## src/rtl/tsb_pkg.sv

```systemverilog
package tsb_pkg;
   // Source of the response currently being returned to the core.
   typedef enum logic {
      SRC_FWD = 1'b0,
      SRC_MEM = 1'b1
   } ld_src_e;
endpackage

```

## src/rtl/tsb_fifo.sv

```systemverilog
module tsb_fifo #(
   parameter int DEPTH = 8,
   parameter int AW    = 16,
   parameter int DW    = 32,
   localparam int PTR_W = (DEPTH > 1) ? $clog2(DEPTH) : 1,
   localparam int CNT_W = $clog2(DEPTH + 1)
) (
   input  logic                      clk,
   input  logic                      rst_n,
   input  logic                      push,
   input  logic [AW-1:0]             push_addr,
   input  logic [DW-1:0]             push_data,
   input  logic                      pop,
   output logic                      full,
   output logic                      empty,
   output logic [AW-1:0]             head_addr,
   output logic [DW-1:0]             head_data,
   output logic [DEPTH-1:0][AW-1:0]  ent_addr,
   output logic [DEPTH-1:0][DW-1:0]  ent_data,
   output logic [PTR_W-1:0]          rd_ptr,
   output logic [CNT_W-1:0]          cnt
);
   logic [DEPTH-1:0][AW-1:0] addr_q;
   logic [DEPTH-1:0][DW-1:0] data_q;
   logic [PTR_W-1:0]         wr_ptr;

   initial begin : param_chk
      assert (DEPTH >= 2 && (DEPTH & (DEPTH - 1)) == 0)
         else $fatal(1, "tsb_fifo: DEPTH must be a power of two >= 2");
      assert (AW > 0 && DW > 0)
         else $fatal(1, "tsb_fifo: widths must be positive");
   end

   always_ff @(posedge clk) begin
      if (push) begin
         addr_q[wr_ptr] <= push_addr;
         data_q[wr_ptr] <= push_data;
      end
   end

   always_ff @(posedge clk) begin
      if (!rst_n) begin
         wr_ptr <= '0;
         rd_ptr <= '0;
         cnt    <= '0;
      end else begin
         if (push) wr_ptr <= wr_ptr + 1'b1;
         if (pop)  rd_ptr <= rd_ptr + 1'b1;
         case ({push, pop})
            2'b10:   cnt <= cnt + 1'b1;
            2'b01:   cnt <= cnt - 1'b1;
            default: cnt <= cnt;
         endcase
      end
   end

   assign full      = (cnt == CNT_W'(DEPTH));
   assign empty     = (cnt == '0);
   assign head_addr = addr_q[rd_ptr];
   assign head_data = data_q[rd_ptr];
   assign ent_addr  = addr_q;
   assign ent_data  = data_q;


   no_underflow_chk: assert property (@(posedge clk) disable iff (!rst_n)
      pop |-> cnt != '0);


   occ_up_chk: assert property (@(posedge clk) disable iff (!rst_n)
      push && !pop |=> cnt == $past(cnt) + 1'b1);


   occ_down_chk: assert property (@(posedge clk) disable iff (!rst_n)
      pop && !push |=> cnt == $past(cnt) - 1'b1);


   head_hold_chk: assert property (@(posedge clk) disable iff (!rst_n)
      !pop && !empty |=> $stable(head_addr) && $stable(head_data));
endmodule

```

## src/rtl/tsb_fwd.sv

```systemverilog
module tsb_fwd #(
   parameter int DEPTH = 8,
   parameter int AW    = 16,
   parameter int DW    = 32,
   localparam int PTR_W = (DEPTH > 1) ? $clog2(DEPTH) : 1,
   localparam int CNT_W = $clog2(DEPTH + 1)
) (
   input  logic [DEPTH-1:0][AW-1:0] ent_addr,
   input  logic [DEPTH-1:0][DW-1:0] ent_data,
   input  logic [PTR_W-1:0]         rd_ptr,
   input  logic [CNT_W-1:0]         cnt,
   input  logic [AW-1:0]            ld_addr,
   output logic                     hit,
   output logic [DW-1:0]            hit_data
);
   logic [DEPTH-1:0] match;

   // One comparator per slot; a slot counts only while it is occupied.
   for (genvar i = 0; i < DEPTH; i++) begin : g_slot
      logic [PTR_W-1:0] age;
      assign age      = PTR_W'(i) - rd_ptr;
      assign match[i] = (CNT_W'(age) < cnt) && (ent_addr[i] == ld_addr);
   end

   // Walk from oldest to newest; the last hit seen is the youngest.
   always_comb begin
      hit      = 1'b0;
      hit_data = '0;
      for (int k = 0; k < DEPTH; k++) begin
         logic [PTR_W-1:0] idx;
         idx = rd_ptr + PTR_W'(k);
         if (match[idx]) begin
            hit      = 1'b1;
            hit_data = ent_data[idx];
         end
      end
   end
endmodule

```

## src/rtl/tsb_port_arb.sv

```systemverilog
module tsb_port_arb #(
   parameter int AW = 16,
   parameter int DW = 32
) (
   input  logic          ld_req,
   input  logic [AW-1:0] ld_addr,
   input  logic          drain_req,
   input  logic [AW-1:0] head_addr,
   input  logic [DW-1:0] head_data,
   input  logic          mem_req_ready,
   output logic          mem_req_valid,
   output logic          mem_req_write,
   output logic [AW-1:0] mem_req_addr,
   output logic [DW-1:0] mem_req_wdata,
   output logic          ld_grant,
   output logic          pop
);
   // Loads own the port whenever they want it; drains fill idle cycles.
   always_comb begin
      mem_req_valid = ld_req || drain_req;
      mem_req_write = !ld_req;
      mem_req_addr  = ld_req ? ld_addr : head_addr;
      mem_req_wdata = head_data;
      ld_grant      = ld_req && mem_req_ready;
      pop           = !ld_req && drain_req && mem_req_ready;
   end
endmodule

```

## src/rtl/tso_store_buffer.sv

```systemverilog
module tso_store_buffer #(
   parameter int DEPTH = 8,
   parameter int AW    = 16,
   parameter int DW    = 32,
   localparam int PTR_W = (DEPTH > 1) ? $clog2(DEPTH) : 1,
   localparam int CNT_W = $clog2(DEPTH + 1)
) (
   input  logic          clk,
   input  logic          rst_n,
   input  logic          st_valid,
   input  logic [AW-1:0] st_addr,
   input  logic [DW-1:0] st_data,
   output logic          st_ready,
   input  logic          ld_valid,
   input  logic [AW-1:0] ld_addr,
   output logic          ld_ready,
   output logic          ld_rsp_valid,
   output logic [DW-1:0] ld_rsp_data,
   input  logic          fence_valid,
   output logic          fence_ready,
   output logic          mem_req_valid,
   output logic          mem_req_write,
   output logic [AW-1:0] mem_req_addr,
   output logic [DW-1:0] mem_req_wdata,
   input  logic          mem_req_ready,
   input  logic          mem_rsp_valid,
   input  logic [DW-1:0] mem_rsp_data
);
   import tsb_pkg::*;

   logic                     push, pop, full, empty;
   logic [AW-1:0]            head_addr;
   logic [DW-1:0]            head_data;
   logic [DEPTH-1:0][AW-1:0] ent_addr;
   logic [DEPTH-1:0][DW-1:0] ent_data;
   logic [PTR_W-1:0]         rd_ptr;
   logic [CNT_W-1:0]         cnt;
   logic                     fwd_hit;
   logic [DW-1:0]            fwd_data;
   logic                     ld_busy, ld_grant, ld_open, take_fwd, ld_req;
   logic                     fwd_rsp_q;
   logic [DW-1:0]            fwd_data_q;
   ld_src_e                  rsp_src;

   assign push = st_valid && st_ready;

   tsb_fifo #(.DEPTH(DEPTH), .AW(AW), .DW(DW)) u_fifo (
      .clk(clk), .rst_n(rst_n),
      .push(push), .push_addr(st_addr), .push_data(st_data),
      .pop(pop), .full(full), .empty(empty),
      .head_addr(head_addr), .head_data(head_data),
      .ent_addr(ent_addr), .ent_data(ent_data),
      .rd_ptr(rd_ptr), .cnt(cnt)
   );

   tsb_fwd #(.DEPTH(DEPTH), .AW(AW), .DW(DW)) u_fwd (
      .ent_addr(ent_addr), .ent_data(ent_data),
      .rd_ptr(rd_ptr), .cnt(cnt), .ld_addr(ld_addr),
      .hit(fwd_hit), .hit_data(fwd_data)
   );

   // A held fence with stores still queued shuts the load path.
   assign ld_open  = ld_valid && !ld_busy && !(fence_valid && !empty);
   assign take_fwd = ld_open && fwd_hit;
   assign ld_req   = ld_open && !fwd_hit;

   tsb_port_arb #(.AW(AW), .DW(DW)) u_arb (
      .ld_req(ld_req), .ld_addr(ld_addr),
      .drain_req(!empty), .head_addr(head_addr), .head_data(head_data),
      .mem_req_ready(mem_req_ready),
      .mem_req_valid(mem_req_valid), .mem_req_write(mem_req_write),
      .mem_req_addr(mem_req_addr), .mem_req_wdata(mem_req_wdata),
      .ld_grant(ld_grant), .pop(pop)
   );

   always_ff @(posedge clk) begin
      if (!rst_n) begin
         ld_busy    <= 1'b0;
         fwd_rsp_q  <= 1'b0;
         fwd_data_q <= '0;
      end else begin
         if (ld_grant)                    ld_busy <= 1'b1;
         else if (ld_busy && mem_rsp_valid) ld_busy <= 1'b0;
         fwd_rsp_q <= take_fwd;
         if (take_fwd) fwd_data_q <= fwd_data;
      end
   end

   assign rsp_src      = fwd_rsp_q ? SRC_FWD : SRC_MEM;
   assign st_ready     = !full;
   assign fence_ready  = empty;
   assign ld_ready     = take_fwd || ld_grant;
   assign ld_rsp_valid = fwd_rsp_q || (ld_busy && mem_rsp_valid);
   assign ld_rsp_data  = (rsp_src == SRC_FWD) ? fwd_data_q : mem_rsp_data;


   fwd_rsp_next_chk: assert property (@(posedge clk) disable iff (!rst_n)
      ld_valid && ld_ready && fwd_hit |=> ld_rsp_valid);


   read_only_on_miss_chk: assert property (@(posedge clk) disable iff (!rst_n)
      mem_req_valid && !mem_req_write |-> !fwd_hit);


   empty_no_drain_chk: assert property (@(posedge clk) disable iff (!rst_n)
      fence_ready |-> !(mem_req_valid && mem_req_write));


   fence_blocks_load_chk: assert property (@(posedge clk) disable iff (!rst_n)
      fence_valid && !fence_ready |-> !ld_ready);
endmodule

```

## config.mk

```make
export PLATFORM = sky130hd
export DESIGN_NAME = tso_store_buffer
export DESIGN_NICKNAME = d
export VERILOG_FILES = /design/src/rtl/tsb_pkg.sv /design/src/rtl/tsb_fifo.sv /design/src/rtl/tsb_fwd.sv /design/src/rtl/tsb_port_arb.sv /design/src/rtl/tso_store_buffer.sv
export SDC_FILE = /design/constraint.sdc
export NUM_CORES = 1
export LEC_CHECK = 0
export BUFFER_PORTS_ARGS = -buffer_cell sky130_fd_sc_hd__buf_4
export CORE_ASPECT_RATIO = 1.2
export CORE_MARGIN = 2
export CORE_UTILIZATION = 50
export DETAILED_ROUTE_END_ITERATION = 8
export GPL_TIMING_DRIVEN = 0
export PLACE_DENSITY = 0.7
export SLEW_MARGIN = 25
export SYNTH_ARGS = -nofsm -noshare
export SYNTH_HDL_FRONTEND = slang
export SYNTH_HIERARCHICAL = 1
export SYNTH_SLANG_ARGS = --single-unit
export TNS_END_PERCENT = 50
```

## constraint.sdc

```tcl
create_clock -name clk -period 6.5 [get_ports clk]
set_clock_uncertainty 0.15 [all_clocks]
set_input_delay 0.65 -clock clk [delete_from_list [all_inputs] [get_ports clk]]
set_output_delay 0.65 -clock clk [all_outputs]
set_load 0.005 [all_outputs]
```

# After elaboration in Yosys (flattened, before gate mapping)
# Cells that the tools add are included.
# W data, S select, Z words.
[totals]
ff_bits = 428
latchBits = 0
mem_bits_rw = 0
romBits = 0
out_inout_bits = 86
word_cells = 161
memories = 0
[classes]
addsub = 18
n_mul = 0
div_mod_pow = 0
n_lt_le_gt_ge = 18
n_eq_ne = 11
n_shift = 0
n_mux = 61
n_bitwise = 0
reduce_logical = 31
[op_table]
columns = ["op", "n"]
rows = [
  ["$bmux W32 S3", 8],
  ["$mux W32", 18],
  ["$bwmux W256", 1],
  ["$bwmux W128", 1],
  ["$eq A16 B16 Y1", 8],
  ["$demux W32 S3", 1],
  ["$bmux W16 S3", 1],
  ["$demux W16 S3", 1],
  ["$mux W16", 3],
  ["$lt A3 B4 Y1 const B", 9],
  ["$lt A3 B4 Y1", 8],
  ["$bmux W1 S3", 8],
  ["$logic_and A1 B1 Y1", 19],
  ["$mux W1", 18],
  ["$add A3 B3 Y3 const B", 4],
  ["$sub A3 B3 Y3 const A", 4],
  ["$pmux W4 S2", 1],
  ["$add A3 B1 Y3 const B", 2],
  ["$add A3 B2 Y3 const B", 2],
  ["$logic_not A1 Y1", 6],
  ["$sub A1 B3 Y3 const A", 2],
  ["$sub A2 B3 Y3 const A", 2],
  ["$add A4 B1 Y4 const B", 1],
  ["$eq A4 B4 Y1 const B", 1],
  ["7 further kinds", 10],
]

# Longest topological paths before layout
[logic_depth]
depth_word = 20
mapped_depth = 30
ltp_nobuf = 23

# Modules after synthesis
# The synthesis kept the hierarchy.
[modules_own_cells]
columns = ["mod", "instances", "cells_each", "area_per_inst_um2", "seq_area_each_um2"]
rows = [
  ["tsb_fifo", 1, 621, 15119.5, 11731.3],
  ["tsb_fwd", 1, 1575, 13487.9, 0.0],
  ["tso_store_buffer", 1, 188, 1793.0, 680.7],
  ["tsb_port_arb", 1, 54, 528.0, 0.0],
]

# Least setup slack after synthesis
# No wires, ideal clock.
[synth_timing]
kind = "register to register"
start = "register u_fifo.rd_ptr[0]"
end = "register u_fifo.cnt[2]"
setup_time_ps = 70
arrival_ps = 6267
required_ps = 6280
path_slack_ps = 13
stages_incl_launch_ff = 30
n_path_buf = 7
period_less_slack_ps = 6487
cell_sequence = "dfxtp_1 > buf_2 > inv_1 > buf_1 > ha_1 > xor2_1 > inv_1 > clkbuf_1 > clkbuf_1 > ha_1 > a21oi_1 > a21oi_1 > o311ai_2 > a21oi_1 > or2_1 > buf_2 > buf_1 > nand3_1 > nor2_1 > nand2_1 > nor4bb_1 > buf_6 > and3b_1 > ha_1 > xor2_1 > ha_1 > a21oi_1 > xor2_1 > or3_1 > a21boi_1"
[synth_via]
elab_chain_len = 20
elab_cells_between_ends = 64
[synth_rtl]
columns = ["element", "line", "rtl"]
rows = [
  ["start, declared", "tsb_fifo.sv:20", "output logic [PTR_W-1:0] rd_ptr,"],
  ["start signal, assigned", "tsb_fifo.sv:48", "if (pop) rd_ptr <= rd_ptr + 1'b1;"],
  ["$sub A1 B3 Y3 (tied with other cells)", "tsb_fwd.sv:21", "assign age = PTR_W'(i) - rd_ptr;"],
  ["$lt A3 B4 Y1", "tsb_fwd.sv:22", "assign match[i] = (CNT_W'(age) < cnt) && (ent_addr[i] == ld_addr);"],
  ["$logic_and A1 B1 Y1", "tsb_fwd.sv:22", ""],
  ["$bmux W1 S3", "tsb_fwd.sv:32", "if (match[idx]) begin"],
  ["$mux W1 (not written as such)", "tsb_fwd.sv:32", ""],
  ["$mux W1 (7 in a row)", "tsb_fwd.sv:32", ""],
  ["$mux W1 *", "tsb_fwd.sv:32", ""],
  ["named net fwd_hit", "tso_store_buffer.sv:38", "logic fwd_hit;"],
  ["$logic_not A1 Y1 *", "tso_store_buffer.sv:65", "assign ld_req = ld_open && !fwd_hit;"],
  ["$logic_and A1 B1 Y1 *", "tso_store_buffer.sv:65", ""],
  ["named net ld_req", "tso_store_buffer.sv:40", "logic ld_busy, ld_grant, ld_open, take_fwd, ld_req;"],
  ["$logic_not A1 Y1 *", "tsb_port_arb.sv:25", "pop = !ld_req && drain_req && mem_req_ready;"],
  ["$logic_and A1 B1 Y1 * (2 in a row)", "tsb_port_arb.sv:25", ""],
  ["named net pop", "tso_store_buffer.sv:31", "logic push, pop, full, empty;"],
  ["$eq A2 B1 Y1 or $eq A2 B2 Y1 (tied branches)", "tsb_fifo.sv:49", "case ({push, pop})"],
  ["$pmux W4 S2 or $reduce_bool A2 Y1 (tied branches)", "n/a", ""],
  ["end signal, assigned", "tsb_fifo.sv:50", "2'b10: cnt <= cnt + 1'b1;"],
  ["end signal, assigned", "tsb_fifo.sv:51", "2'b01: cnt <= cnt - 1'b1;"],
  ["end signal, assigned", "tsb_fifo.sv:52", "default: cnt <= cnt;"],
  ["end, declared", "tsb_fifo.sv:21", "output logic [CNT_W-1:0] cnt"],
]
# Mark *: on every way through the listed nets, which the timed path passes. The rest lies on a longest branch. The select of a mux whose other input is x is not followed.
# A chain may end at the register's enable or synchronous reset.

# Worst setup path after layout
[layout_timing]
start = "register u_fifo.rd_ptr[2]"
end = "output ld_ready"
[layout_via]
elab_chain_len = 17
elab_cells_between_ends = 60
[layout_rtl]
columns = ["element", "line", "rtl"]
rows = [
  ["$sub A1 B3 Y3 (tied with other cells)", "tsb_fwd.sv:21", ""],
  ["$lt A3 B4 Y1", "tsb_fwd.sv:22", ""],
  ["$logic_and A1 B1 Y1", "tsb_fwd.sv:22", ""],
  ["$bmux W1 S3", "tsb_fwd.sv:32", ""],
  ["$mux W1 (not written as such)", "tsb_fwd.sv:32", ""],
  ["$mux W1 (7 in a row)", "tsb_fwd.sv:32", ""],
  ["$mux W1 *", "tsb_fwd.sv:32", ""],
  ["named net fwd_hit", "tso_store_buffer.sv:38", ""],
  ["$logic_not A1 Y1 *", "tso_store_buffer.sv:65", ""],
  ["$logic_and A1 B1 Y1 *", "tso_store_buffer.sv:65", ""],
  ["named net ld_req", "tso_store_buffer.sv:40", ""],
  ["$logic_and A1 B1 Y1 *", "tsb_port_arb.sv:24", "ld_grant = ld_req && mem_req_ready;"],
  ["named net ld_grant", "tso_store_buffer.sv:40", ""],
  ["$logic_or A1 B1 Y1 *", "tso_store_buffer.sv:92", "assign ld_ready = take_fwd || ld_grant;"],
  ["end, declared", "tso_store_buffer.sv:16", "output logic ld_ready,"],
]
# Marked as above.

==> results.txt <==
clock-pin slew of the registers on the worst-case setup and hold paths: 0.06 ns
Worst path slowest cell: sky130_fd_sc_hd__mux4_2
timing-limited maximum frequency: 156 MHz
placeable core region: 0.0609 mm^2
DRC violation count after routing: 0
path type of the worst setup path: register to output port
dominant cell type by area after synthesis: sky130_fd_sc_hd__edfxtp_1
area share of the largest cell type after synthesis: 37.3%
final hold violation count: 0
number of rows in the core area: 99
CTS H-tree depth: 2
outcome: completed
maximum count of clock buffers along a single path: 3
Buffers & Inverters on Critical Path: 9
full die area: 0.0639 mm^2
post-layout instance count excluding filler cells: 3566
Cell Pwr Density: 419 mW/mm^2
total of flip-flops plus latches after synthesis: 428
worst slack at placement: -2.84 ns
final RePlAce weighted congestion: 0.993
worst relative slew slack: 19.1%
largest vdd supply drop: 0.000291 V
CTS root buffer: sky130_fd_sc_hd__clkbuf_16
kind of end point of the critical path: output port
detailed-route wire length per cell: 34.0 um
worst hold slack after final layout: 0.116 ns
post-route cell area: 0.0361 mm^2
IO Count: 189
Least-Margin Pin Slew: 1.21 ns
final critical delay including setup and external delays: 6.42 ns
nets in the synthesized netlist: 2560
initial drt markers: 3841
Cell Chain, Critical Path: buf_6 -> clkinvlp_4 -> clkbuf_4 -> ha_1 -> inv_1 -> a221oi_2 -> nor2_1 -> or2_1 -> mux4_2 -> mux2i_4 -> or2_1 -> buf_4 -> buf_6 -> nor2_2 -> nand2_2 -> nor4bb_4 -> buf_6 -> buf_6 -> and2_4 -> or2_2 -> buf_4
layout cells sized above 1: 36.8%
number of cells on the critical path: 21
Synth Flop Type: sky130_fd_sc_hd__edfxtp_1
maxcap violations: 0
total standard cell area after synthesis: 0.0309 mm^2
Max Fanout on Critical Path: 12
cell seen most often among critical-path stages: sky130_fd_sc_hd__buf_6
final net count: 2845
clock sinks: 428
Post-DP Area: 0.0341 mm^2
most frequent cells after synthesis: sky130_fd_sc_hd__nand2_1 (466), sky130_fd_sc_hd__edfxtp_1 (384), sky130_fd_sc_hd__mux4_2 (355), sky130_fd_sc_hd__xor2_1 (135), sky130_fd_sc_hd__clkbuf_1 (102)
clock buffers created by TritonCTS: 45
ys async rst share: 0%
YS warnings: 6
required time of the worst setup path: 5.70 ns
synthesized area per cell: 12.7 um^2
number of global-route vias before repair: 25435
leak pwr: 12.2 nW
number of fillers in the final layout: 4777
max-slew violations: 0
# port buffers: 188
family with the most delay on the worst path: buffers and inverters
final setup violating endpoints: 0
Critical Path Start Type: register
setup ws final: 0.0763 ns
global-route wire length before repair: 174 mm
Placed Cells incl. Taps: 3473
final wirelength: 121 mm
vertical die dimension: 276 um
delay contributed by the slowest stage of the critical path: 0.51 ns
number of stages on the worst hold path: 1
maximum number of pins on one net before global-route repair: 20
Cells after Synth: 2438
area used by multi-input combinational logic: 0.0174 mm^2
signed area change from the synthesized netlist to the final layout: 16.7%
count of hold-fix buffers inserted at cts: 0
Overall Power: 0.0151 W
flop-to-flop setup slack: 0.10 ns
number of iterations in the first detailed-routing pass: 6
combined global-route utilization of all metal layers: 37.7%
CP Data Arrival Time: 5.62 ns
EDFF count, synth: 384
initial antenna violation count: 4
clock insertion delay at the later pin of the skew report: 0.61 ns
gr ovfl total: 0
largest cells by area after synthesis: sky130_fd_sc_hd__edfxtp_1 (37%), sky130_fd_sc_hd__mux4_2 (26%), sky130_fd_sc_hd__nand2_1 (5.7%)
sequential fraction of the synthesis area: 40.1%
starting density of the core: 50.7%
FF+latch area: 0.0124 mm^2
x dimension of the die: 231 um
Final period util: 98.8%
vias after detailed routing: 25691
antenna viol nets, final: 0
half-perimeter wire length of the detailed placement result: 86.7 mm
dominant cell by count in the synthesized netlist: sky130_fd_sc_hd__nand2_1
CTS tree: built
detail-routed via count per cell: 7.20
r2r worst-path depth: 26
worst min-delay path class: primary input to register
count of different cell masters after synthesis: 70
[cell usage in the layout (no fill, tap or decap), drive strengths merged, types with 5 or more instances in the layout]
| cell type | synthesis | final |
|---|---|---|
| dfxtp | 44 | 44 |
| nor2b | 11 | 11 |
| and2 | 8 | 8 |
| a31oi | 66 | 66 |
| a21boi | 19 | 19 |
| or3 | 5 | 5 |
| nor2 | 85 | 85 |
| o211ai | 26 | 26 |
| a2111oi | 6 | 6 |
| o21ai | 29 | 29 |
| nand4 | 9 | 9 |
| o32ai | 6 | 6 |
| clkbuf | 102 | 157 |
| a21o | 10 | 10 |
| clkinvlp | 0 | 8 |
| nand2b | 7 | 7 |
| edfxtp | 384 | 384 |
| buf | 144 | 384 |
| a211oi | 14 | 14 |
| clkinv | 1 | 16 |
| inv | 14 | 12 |
| nor3 | 22 | 22 |
| xor2 | 135 | 135 |
| mux4 | 356 | 356 |
| o21bai | 9 | 9 |
| ha | 19 | 19 |
| o31ai | 30 | 30 |
| mux2i | 73 | 73 |
| or2 | 12 | 12 |
| a22oi | 32 | 32 |
| nor4 | 54 | 54 |
| a21oi | 47 | 47 |
| nand2 | 466 | 466 |
| nand3 | 38 | 38 |
| mux2 | 122 | 122 |
[report_power, final]
part | internal (W) | total (W) | switching, W
registers | 0.00327 | 0.00348 | 0.000209
logic | 0.00389 | 0.00907 | 0.00518
clock network | 0.00147 | 0.00259 | 0.00113
total | 0.00863 | 0.0151 | 0.00651
[per-layer routing]
metal	share of wire (%)	wire length [um]	global-route usage, %
met1	34	40900	46.1
met2	46	55500	59.7
met3	12	14900	9.52
met4	8.1	9780	24.2
met5	0.028	34	0
[stage by stage]
stage	TNS [ns]	utilization [%]
2_1_floorplan	0	-
3_3_place_gp	-536.00	54.7
3_5_place_dp	-90.16	56.0
4_1_cts	0	59.1
5_1_grt	-0.0145	59.2
6_report	0	59.2
[cells by family (layout without fill, tap and decap cells)]
logic type	Yosys count	count (layout)	share of synthesized area (%)
and+or+nand+nor	727	727	10.2
muxes	551	551	33.3
DFF	428	428	40.1
AOI/OAI and AO/OA	314	314	7.12
buffers and inverters	261	580	4.55
xor gates and xnor gates	138	138	3.91
adders and majority gates	19	19	0.769
other	0	1	0
[sequential cells by signal, summed over array words and instances, names as in the netlist]
name / flops
u_fifo/wr_ptr: 3
u_fifo/rd_ptr: 3
ld_busy: 1
u_fifo/ent_data: 256
u_fifo/ent_addr: 128
fwd_data_q: 32
u_fifo/cnt: 4
fwd_rsp_q: 1
[worst reg2reg max path, cell delays in order, from the launching register on]
cell and delay (ns):
sky130_fd_sc_hd__dfxtp_2 0.39, sky130_fd_sc_hd__buf_6 0.20, sky130_fd_sc_hd__clkinvlp_4 0.33, sky130_fd_sc_hd__clkbuf_4 0.35, sky130_fd_sc_hd__ha_1 0.39, sky130_fd_sc_hd__inv_1 0.08
sky130_fd_sc_hd__a221oi_2 0.39, sky130_fd_sc_hd__nor2_1 0.19, sky130_fd_sc_hd__or2_1 0.32, sky130_fd_sc_hd__mux4_2 0.51, sky130_fd_sc_hd__mux2i_4 0.17, sky130_fd_sc_hd__or2_1 0.13
sky130_fd_sc_hd__buf_4 0.18, sky130_fd_sc_hd__buf_6 0.20, sky130_fd_sc_hd__nor2_2 0.08, sky130_fd_sc_hd__nand2_2 0.12, sky130_fd_sc_hd__nor4bb_4 0.06, sky130_fd_sc_hd__buf_6 0.14
sky130_fd_sc_hd__buf_6 0.17, sky130_fd_sc_hd__and3b_1 0.38, sky130_fd_sc_hd__ha_1 0.34, sky130_fd_sc_hd__xor2_1 0.19, sky130_fd_sc_hd__ha_1 0.18, sky130_fd_sc_hd__a21oi_1 0.06
sky130_fd_sc_hd__xor2_1 0.17, sky130_fd_sc_hd__or3_1 0.32, sky130_fd_sc_hd__a21boi_1 0.15
[what timing repair did]
action / in CTS / in global routing
gates resized for setup: 85 / 23
endpoints found under the setup margin: 60 / 20
pin swaps: 6 / 4
buffers inserted: 14 / 2
[layout make-up]
class / count / area share [%]
Sequential cell: 428 / 34.4
Timing Repair Buffer: 243 / 6.13
Clock buffer: 57 / 3.42
Buffer: 241 / 4.22
Multi-Input combinational cell: 1749 / 48.2
Antenna cell: 1 / 0.00693
Inverter: 15 / 0.204
Tap cell: 808 / 2.80
Clock inverter: 24 / 0.638
[path summary, 6_finish.rpt]
check	startpoint	endpoint
hold / removal	st_data[9]	u_fifo/ent_data[41]$_DFFE_PP_
setup / recovery	u_fifo/rd_ptr[2]$_SDFFE_PN0P_	ld_ready
hold reg to reg	fwd_data_q[3]$_SDFFE_PN0P_	fwd_data_q[3]$_SDFFE_PN0P_
setup reg to reg	u_fifo/rd_ptr[2]$_SDFFE_PN0P_	u_fifo/cnt[2]$_SDFFE_PN0P_
Power figures use the tool's default switching activity.
